$ cat src/rtl/csd_pkg.sv
package csd_pkg;

  localparam int CFG_W     = 12;
  localparam int BASE_W    = 6;
  localparam int SIZE_W    = 4;
  localparam int BASE_LSB  = 24;
  localparam logic [CFG_W-1:0] CFG_WMASK = 12'hF7F;

  typedef struct packed {
    logic [SIZE_W-1:0] size_code;
    logic              enable;
    logic [BASE_W-1:0] base;
  } cs_cfg_t;

  function automatic logic [CFG_W-1:0] cfg_to_word(cs_cfg_t c);
    return {c.size_code, 1'b0, c.enable, c.base};
  endfunction

  function automatic cs_cfg_t word_to_cfg(logic [CFG_W-1:0] w);
    cs_cfg_t c;
    c.size_code = w[11:8];
    c.enable    = w[6];
    c.base      = w[5:0];
    return c;
  endfunction

endpackage

$ cat src/rtl/csd_cfg_bank.sv
module csd_cfg_bank
  import csd_pkg::*;
#(
  parameter int NUM_CS    = 8,
  parameter int BOOT_CS   = 0,
  localparam int SEL_W    = $clog2(NUM_CS)
) (
  input  logic                    clk,
  input  logic                    rst_n,
  input  logic                    wr_en,
  input  logic [SEL_W-1:0]        wr_sel,
  input  logic [CFG_W-1:0]        wr_word,
  input  logic [SEL_W-1:0]        rd_sel,
  output logic [CFG_W-1:0]        rd_word,
  output cs_cfg_t [NUM_CS-1:0]    cfg_o
);

  cs_cfg_t [NUM_CS-1:0] cfg_q;
  cs_cfg_t [NUM_CS-1:0] cfg_d;
  logic                 differs;
  logic                 upd_en;

  // Only a write that alters a defined bit opens the clock enable.
  always_comb begin
    differs = ((wr_word ^ cfg_to_word(cfg_q[wr_sel])) & CFG_WMASK) != '0;
    upd_en  = wr_en && differs;
    cfg_d   = cfg_q;
    cfg_d[wr_sel] = word_to_cfg(wr_word & CFG_WMASK);
  end

  always_ff @(posedge clk or negedge rst_n) begin
    if (!rst_n) begin
      for (int i = 0; i < NUM_CS; i++) begin
        cfg_q[i].size_code <= '1;
        cfg_q[i].enable    <= (i == BOOT_CS);
        cfg_q[i].base      <= '0;
      end
    end else if (upd_en) begin
      cfg_q <= cfg_d;
    end
  end

  assign rd_word = cfg_to_word(cfg_q[rd_sel]);
  assign cfg_o   = cfg_q;

  // the selected word holds the masked write data one cycle later
  a_r2_write_lands: assert property (@(posedge clk) disable iff (!rst_n)
    wr_en |=> cfg_to_word(cfg_q[$past(wr_sel)]) == ($past(wr_word) & CFG_WMASK));

  // a write that matches the stored word disturbs nothing
  a_r10_same_write_stable: assert property (@(posedge clk) disable iff (!rst_n)
    (wr_en && (((wr_word ^ cfg_to_word(cfg_q[wr_sel])) & CFG_WMASK) == '0))
      |=> $stable(cfg_q));

endmodule

$ cat src/rtl/csd_region_match.sv
module csd_region_match
  import csd_pkg::*;
#(
  parameter int ADDR_W    = 32,
  localparam int HI_W     = ADDR_W - BASE_LSB,
  localparam int TOP_W    = HI_W - BASE_W,
  localparam int ZPAD_W   = ADDR_W - BASE_LSB - SIZE_W
) (
  input  logic              clk,
  input  logic              rst_n,
  input  cs_cfg_t           cfg,
  input  logic              full_span_en,
  input  logic [HI_W-1:0]   addr_hi,
  output logic              hit,
  output logic [ADDR_W-1:0] span_mask
);

  logic              code_ok;
  logic [BASE_W-1:0] cmp_mask;
  logic              top_clear;
  logic              base_eq;

  always_comb begin
    unique case (cfg.size_code)
      4'hF, 4'hE, 4'hC, 4'h8: code_ok = 1'b1;
      4'h0:                   code_ok = full_span_en;
      default:                code_ok = 1'b0;
    endcase
    cmp_mask  = {{(BASE_W-SIZE_W){1'b1}}, cfg.size_code};
    top_clear = addr_hi[HI_W-1 -: TOP_W] == '0;
    base_eq   = ((addr_hi[BASE_W-1:0] ^ cfg.base) & cmp_mask) == '0;
    hit       = cfg.enable && code_ok && top_clear && base_eq;
    span_mask = {{ZPAD_W{1'b0}}, ~cfg.size_code, {BASE_LSB{1'b1}}};
  end

  // a disabled chip select never claims an address
  a_r5_disabled_silent: assert property (@(posedge clk) disable iff (!rst_n)
    !cfg.enable |-> !hit);

  // addresses above the decoded window are never claimed
  a_r3_window_top: assert property (@(posedge clk) disable iff (!rst_n)
    (addr_hi[HI_W-1 -: TOP_W] != '0) |-> !hit);

endmodule

$ cat src/rtl/csd_prio_pick.sv
module csd_prio_pick #(
  parameter int NUM_CS = 8,
  parameter int ADDR_W = 32
) (
  input  logic                           clk,
  input  logic                           rst_n,
  input  logic [NUM_CS-1:0]              req,
  input  logic [NUM_CS-1:0][ADDR_W-1:0]  span_mask,
  input  logic [ADDR_W-1:0]              addr,
  output logic [NUM_CS-1:0]              grant,
  output logic [ADDR_W-1:0]              offset
);

  // Lowest set bit wins.
  always_comb begin
    grant  = req & ~(req - NUM_CS'(1));
    offset = '0;
    for (int i = 0; i < NUM_CS; i++) begin
      if (grant[i]) offset = addr & span_mask[i];
    end
  end

  // at most one winner, and it is one of the requesters
  a_r7_single_winner: assert property (@(posedge clk) disable iff (!rst_n)
    $onehot0(grant) && ((grant & ~req) == '0));

  // any request produces a winner
  a_r7_no_lost_request: assert property (@(posedge clk) disable iff (!rst_n)
    (req != '0) |-> (grant != '0));

endmodule

$ cat src/rtl/chip_select_decoder.sv
module chip_select_decoder
  import csd_pkg::*;
#(
  parameter int NUM_CS  = 8,
  parameter int ADDR_W  = 32,
  parameter int BOOT_CS = 0,
  localparam int SEL_W  = $clog2(NUM_CS),
  localparam int HI_W   = ADDR_W - BASE_LSB
) (
  input  logic              clk,
  input  logic              rst_n,
  input  logic              full_span_en,
  input  logic              cfg_we,
  input  logic [SEL_W-1:0]  cfg_wsel,
  input  logic [CFG_W-1:0]  cfg_wdata,
  input  logic [SEL_W-1:0]  cfg_rsel,
  output logic [CFG_W-1:0]  cfg_rdata,
  input  logic [ADDR_W-1:0] lookup_addr,
  output logic [NUM_CS-1:0] cs_hit,
  output logic              cs_miss,
  output logic [ADDR_W-1:0] cs_offset
);

  logic                          rst_meta_n;
  logic                          rst_sync_n;
  cs_cfg_t [NUM_CS-1:0]          cfg;
  logic [NUM_CS-1:0]             match;
  logic [NUM_CS-1:0][ADDR_W-1:0] span;

  // Assert asynchronously, release on the clock.
  always_ff @(posedge clk or negedge rst_n) begin
    if (!rst_n) begin
      rst_meta_n <= 1'b0;
      rst_sync_n <= 1'b0;
    end else begin
      rst_meta_n <= 1'b1;
      rst_sync_n <= rst_meta_n;
    end
  end

  csd_cfg_bank #(.NUM_CS(NUM_CS), .BOOT_CS(BOOT_CS)) u_bank (
    .clk     (clk),
    .rst_n   (rst_sync_n),
    .wr_en   (cfg_we),
    .wr_sel  (cfg_wsel),
    .wr_word (cfg_wdata),
    .rd_sel  (cfg_rsel),
    .rd_word (cfg_rdata),
    .cfg_o   (cfg)
  );

  for (genvar g = 0; g < NUM_CS; g++) begin : g_match
    csd_region_match #(.ADDR_W(ADDR_W)) u_match (
      .clk          (clk),
      .rst_n        (rst_sync_n),
      .cfg          (cfg[g]),
      .full_span_en (full_span_en),
      .addr_hi      (lookup_addr[ADDR_W-1 -: HI_W]),
      .hit          (match[g]),
      .span_mask    (span[g])
    );
  end

  csd_prio_pick #(.NUM_CS(NUM_CS), .ADDR_W(ADDR_W)) u_pick (
    .clk       (clk),
    .rst_n     (rst_sync_n),
    .req       (match),
    .span_mask (span),
    .addr      (lookup_addr),
    .grant     (cs_hit),
    .offset    (cs_offset)
  );

  assign cs_miss = (match == '0);

  // the miss flag and the one-hot output never disagree
  a_r8_miss_consistent: assert property (@(posedge clk) disable iff (!rst_sync_n)
    cs_miss == (cs_hit == '0));

  // a miss reports a zero offset
  a_r8_miss_zero_offset: assert property (@(posedge clk) disable iff (!rst_sync_n)
    cs_miss |-> (cs_offset == '0));

  // the offset never reaches past the largest region
  a_r9_offset_bounded: assert property (@(posedge clk) disable iff (!rst_sync_n)
    (cs_offset & ~(lookup_addr)) == '0 && cs_offset[ADDR_W-1 -: (HI_W-SIZE_W)] == '0);

endmodule

$ cat config.mk
export PLATFORM = sky130hd
export DESIGN_NAME = chip_select_decoder
export DESIGN_NICKNAME = d
export VERILOG_FILES = /design/src/rtl/csd_pkg.sv /design/src/rtl/csd_cfg_bank.sv /design/src/rtl/csd_region_match.sv /design/src/rtl/csd_prio_pick.sv /design/src/rtl/chip_select_decoder.sv
export SDC_FILE = /design/constraint.sdc
export NUM_CORES = 1
export LEC_CHECK = 0
export BUFFER_PORTS_ARGS = -buffer_cell sky130_fd_sc_hd__clkbuf_2
export CAP_MARGIN = 0
export CORE_ASPECT_RATIO = 0.5
export CORE_UTILIZATION = 25
export DETAILED_ROUTE_END_ITERATION = 6
export GPL_TIMING_DRIVEN = 0
export PLACE_DENSITY = 0.52
export SLEW_MARGIN = 20
export SYNTH_ARGS = -nofsm -noshare
export SYNTH_HDL_FRONTEND = slang
export SYNTH_HIERARCHICAL = 1
export SYNTH_SLANG_ARGS = --single-unit
$ cat constraint.sdc
create_clock -name clk -period 5.9 [get_ports clk]
set_clock_uncertainty 0.15 [all_clocks]
set_input_delay 0.59 -clock clk [delete_from_list [all_inputs] [get_ports clk]]
set_output_delay 0.59 -clock clk [all_outputs]
set_load 0.05 [all_outputs]
==> results of run 1 <==
logic make-up (layout without fill, tap and decap cells):
| logic type | Yosys count | after routing | synth area share |
|---|---|---|---|
| mux | 187 | 187 | 0.236 |
| compound gates | 304 | 304 | 0.195 |
| flops | 90 | 90 | 0.204 |
| simple gates | 226 | 226 | 0.105 |
| buf+inv | 368 | 477 | 0.210 |
| xor+xnor | 56 | 56 | 0.0437 |
| other cells | 18 | 226 | 0.00601 |
state kept, by name (all words and copies together), names as in the netlist:
name and flops:
rst_sync_n 1, rst_meta_n 1, u_bank/cfg_o 88
metal layers:
layer / vias up / track usage / wire [um]
li1: 4685 / - / -
met1: 4538 / 0.211 / 16700
met2: 206 / 0.288 / 18800
met3: 46 / 0.0200 / 1370
met4: 2 / 0.0382 / 624
met5: - / 0.00828 / 48
critical path: stages:
cell,delay [ps]
clkbuf_2,280
xnor2_1,350
o2111ai_1,270
nor4_1,770
clkbuf_1,510
or2_2,200
clkbuf_1,280
clkbuf_1,540
a21oi_1,170
o221ai_2,160
o21ai_1,140
clkbuf_2,270
per-stage QoR:
step	hold slack [ps]	power [mW]	setup slack, ps
floorplan	144	1.75	1950
global placement	185	2.04	564
detailed placement	179	2.05	617
CTS	185	2.62	608
global route	206	2.75	436
finish	155	2.62	628
layout make-up:
cell class | count | area, sq um | share of cell area
clock buffers | 11 | 243 | 0.0179
clock inverters | 5 | 37.5 | 0.00277
repair buffers | 93 | 493 | 0.0364
inverters | 36 | 135 | 0.00999
flip-flops and latches | 90 | 2300 | 0.170
plain buffers | 332 | 2230 | 0.165
multi-input cells | 999 | 7360 | 0.544
well taps | 588 | 736 | 0.0544
cells in the mapped netlist (all sizes together) (34+ instances only):
| master | number |
|---|---|
| o21ai | 64 |
| inv | 36 |
| a21oi | 114 |
| dfrtp | 57 |
| clkbuf | 58 |
| xnor2 | 49 |
| mux2i | 48 |
| buf | 274 |
| o2111ai | 38 |
| mux4 | 38 |
| nand3b | 34 |
| mux2 | 101 |
| nand2 | 131 |
final timing paths:
kind | cells after the start | endpoint | slack (ps) | start
setup / recovery | 12 | cs_offset[26] | 630 | lookup_addr[29]
min in group clk | 0 | rst_sync_n | 200 | rst_meta_n
max in group asynchronous | 1 | u_bank/cfg_o[52] | 4750 | rst_sync_n
setup reg to reg | 8 | u_bank/cfg_o[35] | 2710 | u_bank/cfg_o[41]
hold reg to reg | 0 | u_bank/cfg_o[49] | 150 | rst_sync_n
hold / removal | 0 | u_bank/cfg_o[49] | 150 | rst_sync_n
layout by cell type, fill, tap and decap left out, types with 10 or more instances in the layout:
cell type  synthesis  final
o221ai_2          25     25
mux2_4            40     40
nor3b_2           10     10
mux2_2            29     29
nor2_1            13     13
o2111ai_1         38     38
nand2_1          131    131
buf_2             17     17
mux2_1            32     32
nand3b_1          34     34
dfstp_2           33     33
conb_1            18    226
a22oi_1           11     11
buf_1             15     14
xnor2_1           49     49
buf_6             10     10
a21oi_1          114    114
o21ai_0           35     35
clkbuf_2           0     92
buf_4            231    231
dfrtp_1           57     56
o21ai_1           29     29
a221o_1           30     30
clkbuf_1          58     59
mux2i_1           48     48
mux4_2            30     30
inv_1             35     35
power groups by stage:
stage          logic (mW)  registers (mW)  clock network [mW]
2_1_floorplan       0.831           0.920                   0
3_3_place_gp         1.03            1.00                   0
3_5_place_dp         1.05           0.998                   0
4_1_cts              1.06           0.989               0.573
5_1_grt              1.14            1.02               0.592
6_report             1.06           0.992               0.565
what timing repair did:
action                     4_1_cts  5_1_grt
setup endpoints to repair        0        0
hold buffers                     1        0
hold endpoints to repair         2        0
==> metrics.md, run 1 <==
| Metric | Value |
|---|---|
| I/O Buffers | `91` |
| Worst Path Arrival | `4530 ps` |
| Crit. End Element | `output port` |
| Final HPWL DP | `27.7 mm` |
| Mapped Cells | `1,249` |
| GR Overflow Total | `0` |
| Area of the die | `45,800 sq um` |
| Max-slew violations | `0` |
| Maximum vdd drop | `0.000162 V` |
| Comb pwr share | `0.406` |
| Number of CTS-inserted buffers | `9` |
| Final Hold Viols | `0` |
| Final Non-Filler Cells | `2,154` |
| Net Sw Frac | `0.380` |
| Final setup viols | `0` |
| Placed cell count | `2,137` |
| Slew @ Worst Pin | `1140 ps` |
| Switching pwr | `0.997 mW` |
| Synth top area share | `0.154` |
| Post-CTS Setup Inserts | `0` |
| CORE AREA | `43,900 sq um` |
| Wirelength per Cell | `17.5 um` |
| FFs w/ async S/R, synth | `1.00` |
| Initial Utilization | `0.256` |
| Final net count | `1,615` |
| DP Area | `13,200 sq um` |
| Post-Syn Area | `11,200 sq um` |
| Synth area leaders | `buf_4 15%, dfrtp_1 13%, dfstp_2 7.7%` |
| Power share of the sequential group | `0.378` |
| Vias per std cell | `4.40` |
| All-Layer GR Usage | `0.164` |
| Syn Area/Cell | `8.99 sq um` |
| Die height | `152 um` |
| Yosys cell types | `56` |
| Number of remaining DRC errors | `0` |
| Antenna viol nets, final | `0` |
| Leakage power | `5.54 nW` |
| Tcrit/Tclk final | `0.894` |
| RSZ-0062 raised after global routing | `false` |
| Share of layout cells above drive strength 1 | `0.349` |
| Largest net degree at the start of global routing | `53` |
| Clk pwr share | `0.216` |
| Pwr/cell area | `194 nW/um^2` |
| GP Congestion | `0.937` |
| Critical Path RT | `5160 ps` |
| Outcome | `finished, final reports clean` |
| FILL cells | `4,682` |
| CTS tree | `built` |
| Rows | `54` |
| Synth-to-Final Area Change | `20.4%` |
| First-pass DRT Iterations | `5` |
| Ports | `107` |
| Post-CTS sizing | `0` |
| Reg clk slew, reported paths | `70 ps` |
| Core Util, Final | `0.308` |
| Root Driver | `clkbuf_16` |
| Routed WL | `37.6 mm` |
| CTS Buffer Depth | `2` |
| Post-synth EDFFs | `0` |
| Clock latency on the worst-skew pair | `360 ps` |
| Post-synth top area cell | `buf_4` |
| Worst Setup Start Kind | `input port` |
| Final TNS setup | `0 ps` |
| Die width | `302 um` |
| Total clock sinks | `90` |
| CP Class | `input port to output port` |
| First-pass GRT wire length | `57.3 mm` |
| Vias in the first global route | `9,221` |
| Crit path time final | `5270 ps` |
| Warnings, synthesis | `6` |
| Routed vias | `9,477` |
| Synth Flop Type | `dfrtp_1` |
| Max_slew headroom | `0.240` |
| First DRT Iteration DRCs | `619` |
| Max Cap Viol | `0` |
| Post-synthesis sequential area ratio | `0.204` |
| Initial antenna violation count | `0` |
| Post-layout instance area | `13,500 sq um` |
| Highest clock rate | `190 MHz` |
| Maximum fanout along the worst path | `10` |
| Hold WC Path Type | `flip-flop to asynchronous set/reset pin` |
| Pint | `1.63 mW` |
| Ant diodes | `0` |
| H-tree Lvls | `3` |
| Yosys reg bits | `90` |
(Power assumes the default switching activity.)
==> inputs of run 2 (changes only) <==
--- a/config.mk
+++ b/config.mk
@@ -5,6 +5,7 @@
 export SDC_FILE = /design/constraint.sdc
 export NUM_CORES = 1
 export LEC_CHECK = 0
+export ABC_AREA = 1
 export BUFFER_PORTS_ARGS = -buffer_cell sky130_fd_sc_hd__clkbuf_2
 export CAP_MARGIN = 0
 export CORE_ASPECT_RATIO = 0.5
==> metrics.md, run 2 <==
| Metric | Value |
|---|---|
| Cts hold-fix bufs | `1 (unchanged)` |
| Max Cap Viol | `0 (unchanged)` |
| Slew @ Worst Pin | `858 ps (-281 ps)` |
| Routed vias | `13,256 (+40%)` |
| Outcome | `finished, final reports clean` |
| GR Overflow Total | `0 (unchanged)` |
| Initial Utilization | `0.255 (-0.000556)` |
| Worst-path cell chain | `clkbuf_2, inv_1, nand2_1, nand2_1, nor2_2, nand3_1, nor2_1, inv_1, nor2_1, clkbuf_1, nand4_1, nand4_1, clkbuf_2` |
| Number of remaining DRC errors | `0 (unchanged)` |
| R2R cell count | `14 (+6)` |
| First-pass DRT Iterations | `6 (+1)` |
| Tcrit/Tclk final | `0.708 (-0.185)` |
| Rows | `56 (+3.7%)` |
| First-pass GRT wire length | `71.1 mm (+24%)` |
| Leakage power | `7.52 nW (+36%)` |
| Max-slew violations | `0 (unchanged)` |
| GP Congestion | `0.936 (-0.15%)` |
| Syn Area/Cell | `5.77 sq um (-36%)` |
| Maximum vdd drop | `0.0000981 V (-39%)` |
| Die height | `157 um (+3.5%)` |
| Final HPWL DP | `35.1 mm (+26%)` |
| Wirelength per Cell | `15.3 um (-13%)` |
| CTS tree | `built` |
| CP Class | `input port to output port` |
| Core Util, Final | `0.302 (-0.00608)` |
| Final net count | `2,423 (+50%)` |
| FILL cells | `5,323 (+14%)` |
| Vias in the first global route | `11,961 (+30%)` |
| Total clock sinks | `90 (unchanged)` |
| CTS Buffer Depth | `2 (unchanged)` |
| Synth Flop Type | `dfrtp_1` |
| Final TNS setup | `0 ps (unchanged)` |
| CP top delay family | `buffers and inverters` |
| Synth-to-Final Area Change | `18.3%` |
| Number of CTS-inserted buffers | `9 (unchanged)` |
| Root Driver | `clkbuf_16` |
| Die width | `312 um (+3.5%)` |
| Post-Place Setup Slack | `1680 ps (+1060 ps)` |
| All-Layer GR Usage | `0.187 (+0.0232)` |
| RSZ-0062 raised after global routing | `false` |
| Crit-path slowest cell | `clkbuf_1` |
| Worst Path Arrival | `3440 ps (-1090 ps)` |
| I/O Buffers | `61 (-33%)` |
| H-tree Lvls | `3 (unchanged)` |
| CORE AREA | `47,200 sq um (+7.4%)` |
| Final Hold Viols | `0 (unchanged)` |
| Ports | `107 (unchanged)` |
| Most frequent cells in the layout | `596 x nand2_1, 250 x nand4_1, 249 x nor2_1` |
| Post-synth EDFFs | `0 (unchanged)` |
| First DRT Iteration DRCs | `1,054 (+70%)` |
| Synth area leaders | `nand2_1 19%, buf_4 14%, nand4_1 13%` |
| Routed WL | `46.0 mm (+22%)` |
| Warnings, synthesis | `6 (unchanged)` |
| Final setup viols | `0 (unchanged)` |
| Highest clock rate | `239 MHz (+26%)` |
| Worst Setup Start Kind | `input port` |
| Post-synthesis sequential area ratio | `0.191 (-0.0136)` |
| Reg clk slew, reported paths | `70 ps (about the same)` |
| Antenna viol nets, final | `0 (unchanged)` |
| Critical Path RT | `5160 ps (about the same)` |
| Crit path time final | `4180 ps (-1090 ps)` |
| Area of the die | `49,100 sq um (+7.1%)` |
| Vias per std cell | `4.40 (about the same)` |
| Crit. End Element | `output port` |
| Clock latency on the worst-skew pair | `360 ps (about the same)` |
| Reg2reg setup slack | `3380 ps (+670 ps)` |
| FFs w/ async S/R, synth | `1.00 (unchanged)` |
| Max_slew headroom | `0.428 (+0.188)` |
| Synth top area share | `0.186 (+0.0315)` |
| Post-synth top area cell | `nand2_1` |
| Post-CTS sizing | `0 (unchanged)` |
| Pwr/cell area | `174 nW/um^2 (-10%)` |
| Setup WS post-layout | `1720 ps (+1090 ps)` |
| Initial antenna violation count | `2 (+2)` |
| CP max stage delay | `550 ps (-220 ps)` |
| Synth cell count leaders | `596 x nand2_1, 250 x nand4_1, 249 x nor2_1, 232 x buf_4, 193 x inv_1` |
| Post-CTS Setup Inserts | `0 (unchanged)` |
| Top-count cell post-synth | `nand2_1` |
| Maximum fanout along the worst path | `17 (+7)` |
| Max FFs per register | `88 (unchanged)` |
| Share of layout cells above drive strength 1 | `0.195 (-0.154)` |
| Mapped Cells | `2,087 (+67%)` |
| Commonest non-fill, non-tap cell in the layout | `nand2_1` |
| Critical Path Stages | `13 (+1)` |
| Yosys cell types | `31 (-45%)` |
| Post-Syn Area | `12,000 sq um (+7.1%)` |
| Yosys reg bits | `90 (unchanged)` |
| Buffers plus inverters on the worst setup path | `5 (unchanged)` |
| Hold WC Path Type | `flip-flop to asynchronous set/reset pin` |
| Largest net degree at the start of global routing | `49 (-7.5%)` |
## run 2: changes by cell type in the layout (fill, tap and decap cells not counted), moves of 40 or more
cell and delta:
mux2i_1 -48, xnor2_1 -49, nand3_1 +102, mux2_4 -40, nand4_1 +250, a21oi_1 -64
nor2_1 +236, inv_1 +158, nand2_1 +465, buf_2 +49
## run 2: cell type report
class	instances	area, sq um	area share
antenna	1	2.50	0.000176
buffer	374	2460	0.173
clock buffer	13	260	0.0183
clock inverter	3	15.0	0.00105
inverter	215	812	0.0570
multi-input combinational	1616	7250	0.509
sequential	90	2300	0.161
tap	638	798	0.0561
timing repair buffer	63	343	0.0241
## run 2: layer usage
metal  track usage  up-vias  wire [um]
met4        0.0479        0        813
met3        0.0125       36       2370
met2         0.322      380      21700
li1              -     6827          -
met1         0.253     6013      21100
met5             0        -          0
## run 2: stage by stage
step                      hold WS, ps  std cells  instance area [sq um]  power, mW
final                             193       3013                  14200       2.48
after global routing              213       3013                  14200       2.66
after floorplan                   144       2295                  12800       1.59
after global placement            185       2994                  13900       1.88
after CTS                         205       3012                  14200       2.47
after detailed placement          188       2995                  14000       1.89
## run 2: final timing paths
path                                    end              from
max                           cs_offset[11]   lookup_addr[28]
min reg2reg                u_bank/cfg_o[17]        rst_sync_n
max reg2reg                 u_bank/cfg_o[9]  u_bank/cfg_o[73]
min                        u_bank/cfg_o[17]        rst_sync_n
max in group asynchronous  u_bank/cfg_o[51]        rst_sync_n
min in group clk                 rst_sync_n        rst_meta_n
## run 2: report_power, final
group | internal [mW] | total [mW] | leakage (nW) | switching, mW
clock | 0.308 | 0.575 | 0.139 | 0.267
combinational | 0.341 | 0.964 | 6.32 | 0.622
sequential | 0.765 | 0.942 | 1.06 | 0.177
## run 2: cells by family (layout without fill, tap and decap cells)
kind of cell | Yosys count | count (layout) | synth area share
flip-flops | 90 | 90 | 0.191
other | 18 | 227 | 0.00561
XOR/XNOR | 1 | 1 | 0.000728
AND/OR/NAND/NOR | 1247 | 1247 | 0.468
buffers and inverters | 589 | 668 | 0.272
AO/OA/AOI/OAI | 142 | 142 | 0.0627
==> inputs of run 3 (changes only) <==
--- a/config.mk
+++ b/config.mk
@@ -12,7 +12,7 @@
 export CORE_UTILIZATION = 25
 export DETAILED_ROUTE_END_ITERATION = 6
 export GPL_TIMING_DRIVEN = 0
-export PLACE_DENSITY = 0.52
+export PLACE_DENSITY = 0.53
 export SLEW_MARGIN = 20
 export SYNTH_ARGS = -nofsm -noshare
 export SYNTH_HDL_FRONTEND = slang
==> constraint.sdc (replaced) <==
create_clock -name clk -period 3.7 [get_ports clk]
set_clock_uncertainty 0.15 [all_clocks]
set_input_delay 0.37 -clock clk [delete_from_list [all_inputs] [get_ports clk]]
set_output_delay 0.37 -clock clk [all_outputs]
set_load 0.05 [all_outputs]
==> metrics.md, run 3 (same netlist as run 2, synthesis figures left out) <==
| Metric | Value |
|---|---|
| R2R Path Start | `u_bank/cfg_o[73]` |
| Max FFs per register | `88 (unchanged)` |
| Die width | `312 um (unchanged)` |
| GR Overflow Total | `0 (unchanged)` |
| Ports | `107 (unchanged)` |
| Number of remaining DRC errors | `0 (unchanged)` |
| Power share of the sequential group | `0.370 (-0.010)` |
| Number of CTS-inserted buffers | `9 (unchanged)` |
| Register area | `2300 sq um (unchanged)` |
| Crit path time final | `3590 ps` |
| Clock latency on the worst-skew pair | `360 ps (about the same)` |
| Routed vias | `13,304 (+0.36%)` |
| Pint | `2.38 mW (+68%)` |
| Critical Path RT | `3180 ps (-1980 ps)` |
| Final setup viols | `0 (unchanged)` |
| Synth-to-Final Area Change | `18.9%` |
| Total clock sinks | `90 (unchanged)` |
| Rows | `56 (unchanged)` |
| Max Cap Viol | `0 (unchanged)` |
| Max-slew violations | `0 (unchanged)` |
| First-pass DRT Iterations | `6 (unchanged)` |
| Clk pwr share | `0.256 (+0.024)` |
| Highest clock rate | `279 MHz` |
| Vias in the first global route | `11,721 (-2.0%)` |
| Core Util, Final | `0.304 (+0.00156)` |
| Setup WS post-layout | `113 ps (-1610 ps)` |
| CTS Buffer Depth | `2 (unchanged)` |
| Commonest non-fill, non-tap cell in the layout | `nand2_1` |
| First DRT Iteration DRCs | `1,053 (-0.095%)` |
| Hold WC Path Type | `input port to asynchronous set/reset pin` |
| Net Sw Frac | `0.416 (-0.0141)` |
| Wirelength per Cell | `15.2 um (-0.69%)` |
| Leakage power | `7.55 nW (+0.46%)` |
| Vias per std cell | `4.41 (+0.33%)` |
| Tcrit/Tclk final | `0.970` |
| Pwr/cell area | `284 nW/um^2 (+63%)` |
| Routed WL | `45.7 mm (-0.65%)` |
| Reg-to-Reg End | `u_bank/cfg_o[13]` |
| Worst Setup Start Kind | `flip-flop` |
| Initial Utilization | `0.255 (unchanged)` |
| Slew @ Worst Pin | `786 ps (-72.3 ps)` |
| Die height | `157 um (unchanged)` |
| GP Congestion | `0.933 (-0.35%)` |
| Maximum fanout along the worst path | `10 (-7)` |
| Post-Place Setup Slack | `-66.8 ps (-1740 ps)` |
| I/O Buffers | `61 (unchanged)` |
| Switching pwr | `1.69 mW (+59%)` |
| Initial antenna violation count | `1 (-1)` |
| Worst Path Arrival | `3070 ps (-370 ps)` |
| CP Class | `flip-flop to output port` |
| Final Hold Viols | `0 (unchanged)` |
| H-tree Lvls | `3 (unchanged)` |
| Multi-input combinational cell area | `7260 sq um (+0.14%)` |
| Largest net degree at the start of global routing | `50 (+2.0%)` |
| Area of the die | `49,100 sq um (unchanged)` |
| Max_slew headroom | `0.476 (+0.0482)` |
| All-Layer GR Usage | `0.183 (-0.00361)` |
| Final net count | `2,424 (+0.041%)` |
| Crit. End Element | `output port` |
| Reg clk slew, reported paths | `70 ps (about the same)` |
| Maximum vdd drop | `0.000180 V (+84%)` |
| Reg2reg setup slack | `1220 ps (-2160 ps)` |
| Antenna viol nets, final | `0 (unchanged)` |
| Final HPWL DP | `34.8 mm (-0.65%)` |
| FILL cells | `5,321 (-0.038%)` |
| Final Hold Slack | `168 ps (-25.0 ps)` |
| R2R cell count | `14 (unchanged)` |
| Share of layout cells above drive strength 1 | `0.199 (+0.00371)` |
| Root Driver | `clkbuf_16` |
| Comb pwr share | `0.374 (-0.014)` |
| Most frequent cells in the layout | `596 x nand2_1, 250 x nand4_1, 247 x nor2_1` |
| CTS tree | `built` |
| First-pass GRT wire length | `69.3 mm (-2.5%)` |
| RSZ-0062 raised after global routing | `false` |
| Outcome | `finished, final reports clean` |
| CORE AREA | `47,200 sq um (unchanged)` |
[run 3: cell count changes in the layout (fill, tap and decap cells not counted)]
| cell | previous run | this run |
|---|---|---|
| nor2_2 | 12 | 13 |
| clkbuf_2 | 61 | 66 |
| clkbuf_1 | 52 | 49 |
| clkbuf_4 | 0 | 1 |
| clkbuf_8 | 2 | 1 |
| buf_1 | 13 | 10 |
| clkinv_2 | 3 | 0 |
| buf_4 | 232 | 233 |
| clkinvlp_4 | 0 | 2 |
| nor2_4 | 0 | 1 |
| bufinv_16 | 0 | 2 |
| nor2_1 | 249 | 247 |
[run 3: final cells by class]
cell class,instances,share of cell area
Clock buffer,12,0.0172
Timing Repair Buffer,64,0.0245
Tap cell,638,0.0558
Clock inverter,4,0.00525
Inverter,215,0.0567
Antenna cell,1,0.000175
Sequential cell,90,0.161
Buffer,374,0.173
Multi-Input combinational cell,1616,0.507
[run 3: through the flow]
step | cell area [sq um] | TNS (ps) | total power [mW] | std cells
finish | 14300 | 0 | 4.07 | 3014
floorplan | 12800 | 0 | 2.54 | 2295
detailed placement | 14000 | -160 | 3.01 | 2995
global route | 14300 | 0 | 4.34 | 3014
global placement | 13900 | -28800 | 2.99 | 2994
CTS | 14300 | 0 | 4.06 | 3012
[run 3: worst max-delay path by stage]
stage | end | depth (start not counted) | from
finish | cs_offset[26] | 13 | u_bank/cfg_o[6]
global route | cs_offset[26] | 13 | u_bank/cfg_o[6]
CTS | cs_offset[27] | 12 | u_bank/cfg_o[75]
detailed placement | cs_offset[26] | 16 | lookup_addr[28]
global placement | u_bank/cfg_o[69] | 0 | rst_sync_n
floorplan | cs_hit[2] | 10 | u_bank/cfg_o[31]
[run 3: layer usage]
layer | vias to the layer above | share of wire | GRT usage
li1 | 6841 | - | -
met1 | 6042 | 0.46 | 0.242
met2 | 355 | 0.47 | 0.317
met3 | 66 | 0.045 | 0.0150
met4 | 0 | 0.025 | 0.0588
met5 | - | 0 | 0
[run 3: worst max-delay path: stages (launching register included)]
cell and delay (ps):
dfstp_2 560, nand3b_1 110, nor2_2 160, nand3_1 210, nor2_4 230, inv_2 130, nand2_2 150, clkbuf_4 260
nor2_1 60, nor2_1 180, nand3_1 120, nor2_1 150, nand4_1 150, buf_2 250
[run 3: power groups by stage]
stage          Combinational [mW]  Sequential, mW  Clock (mW)
6_report                     1.52            1.50        1.04
5_1_grt                      1.71            1.54        1.09
4_1_cts                      1.50            1.50        1.06
3_5_place_dp                 1.49            1.52           0
3_3_place_gp                 1.46            1.53           0
2_1_floorplan                1.14            1.40           0
[run 3: timing repair]
| action | 4_1_cts | 5_1_grt |
|---|---|---|
| hold endpoints to repair | 2 | 0 |
| resized for setup | 3 | 10 |
| pin swaps | 0 | 1 |
| hold buffers | 1 | 0 |
| setup buffers | 0 | 1 |
| setup endpoints to repair | 10 | 20 |
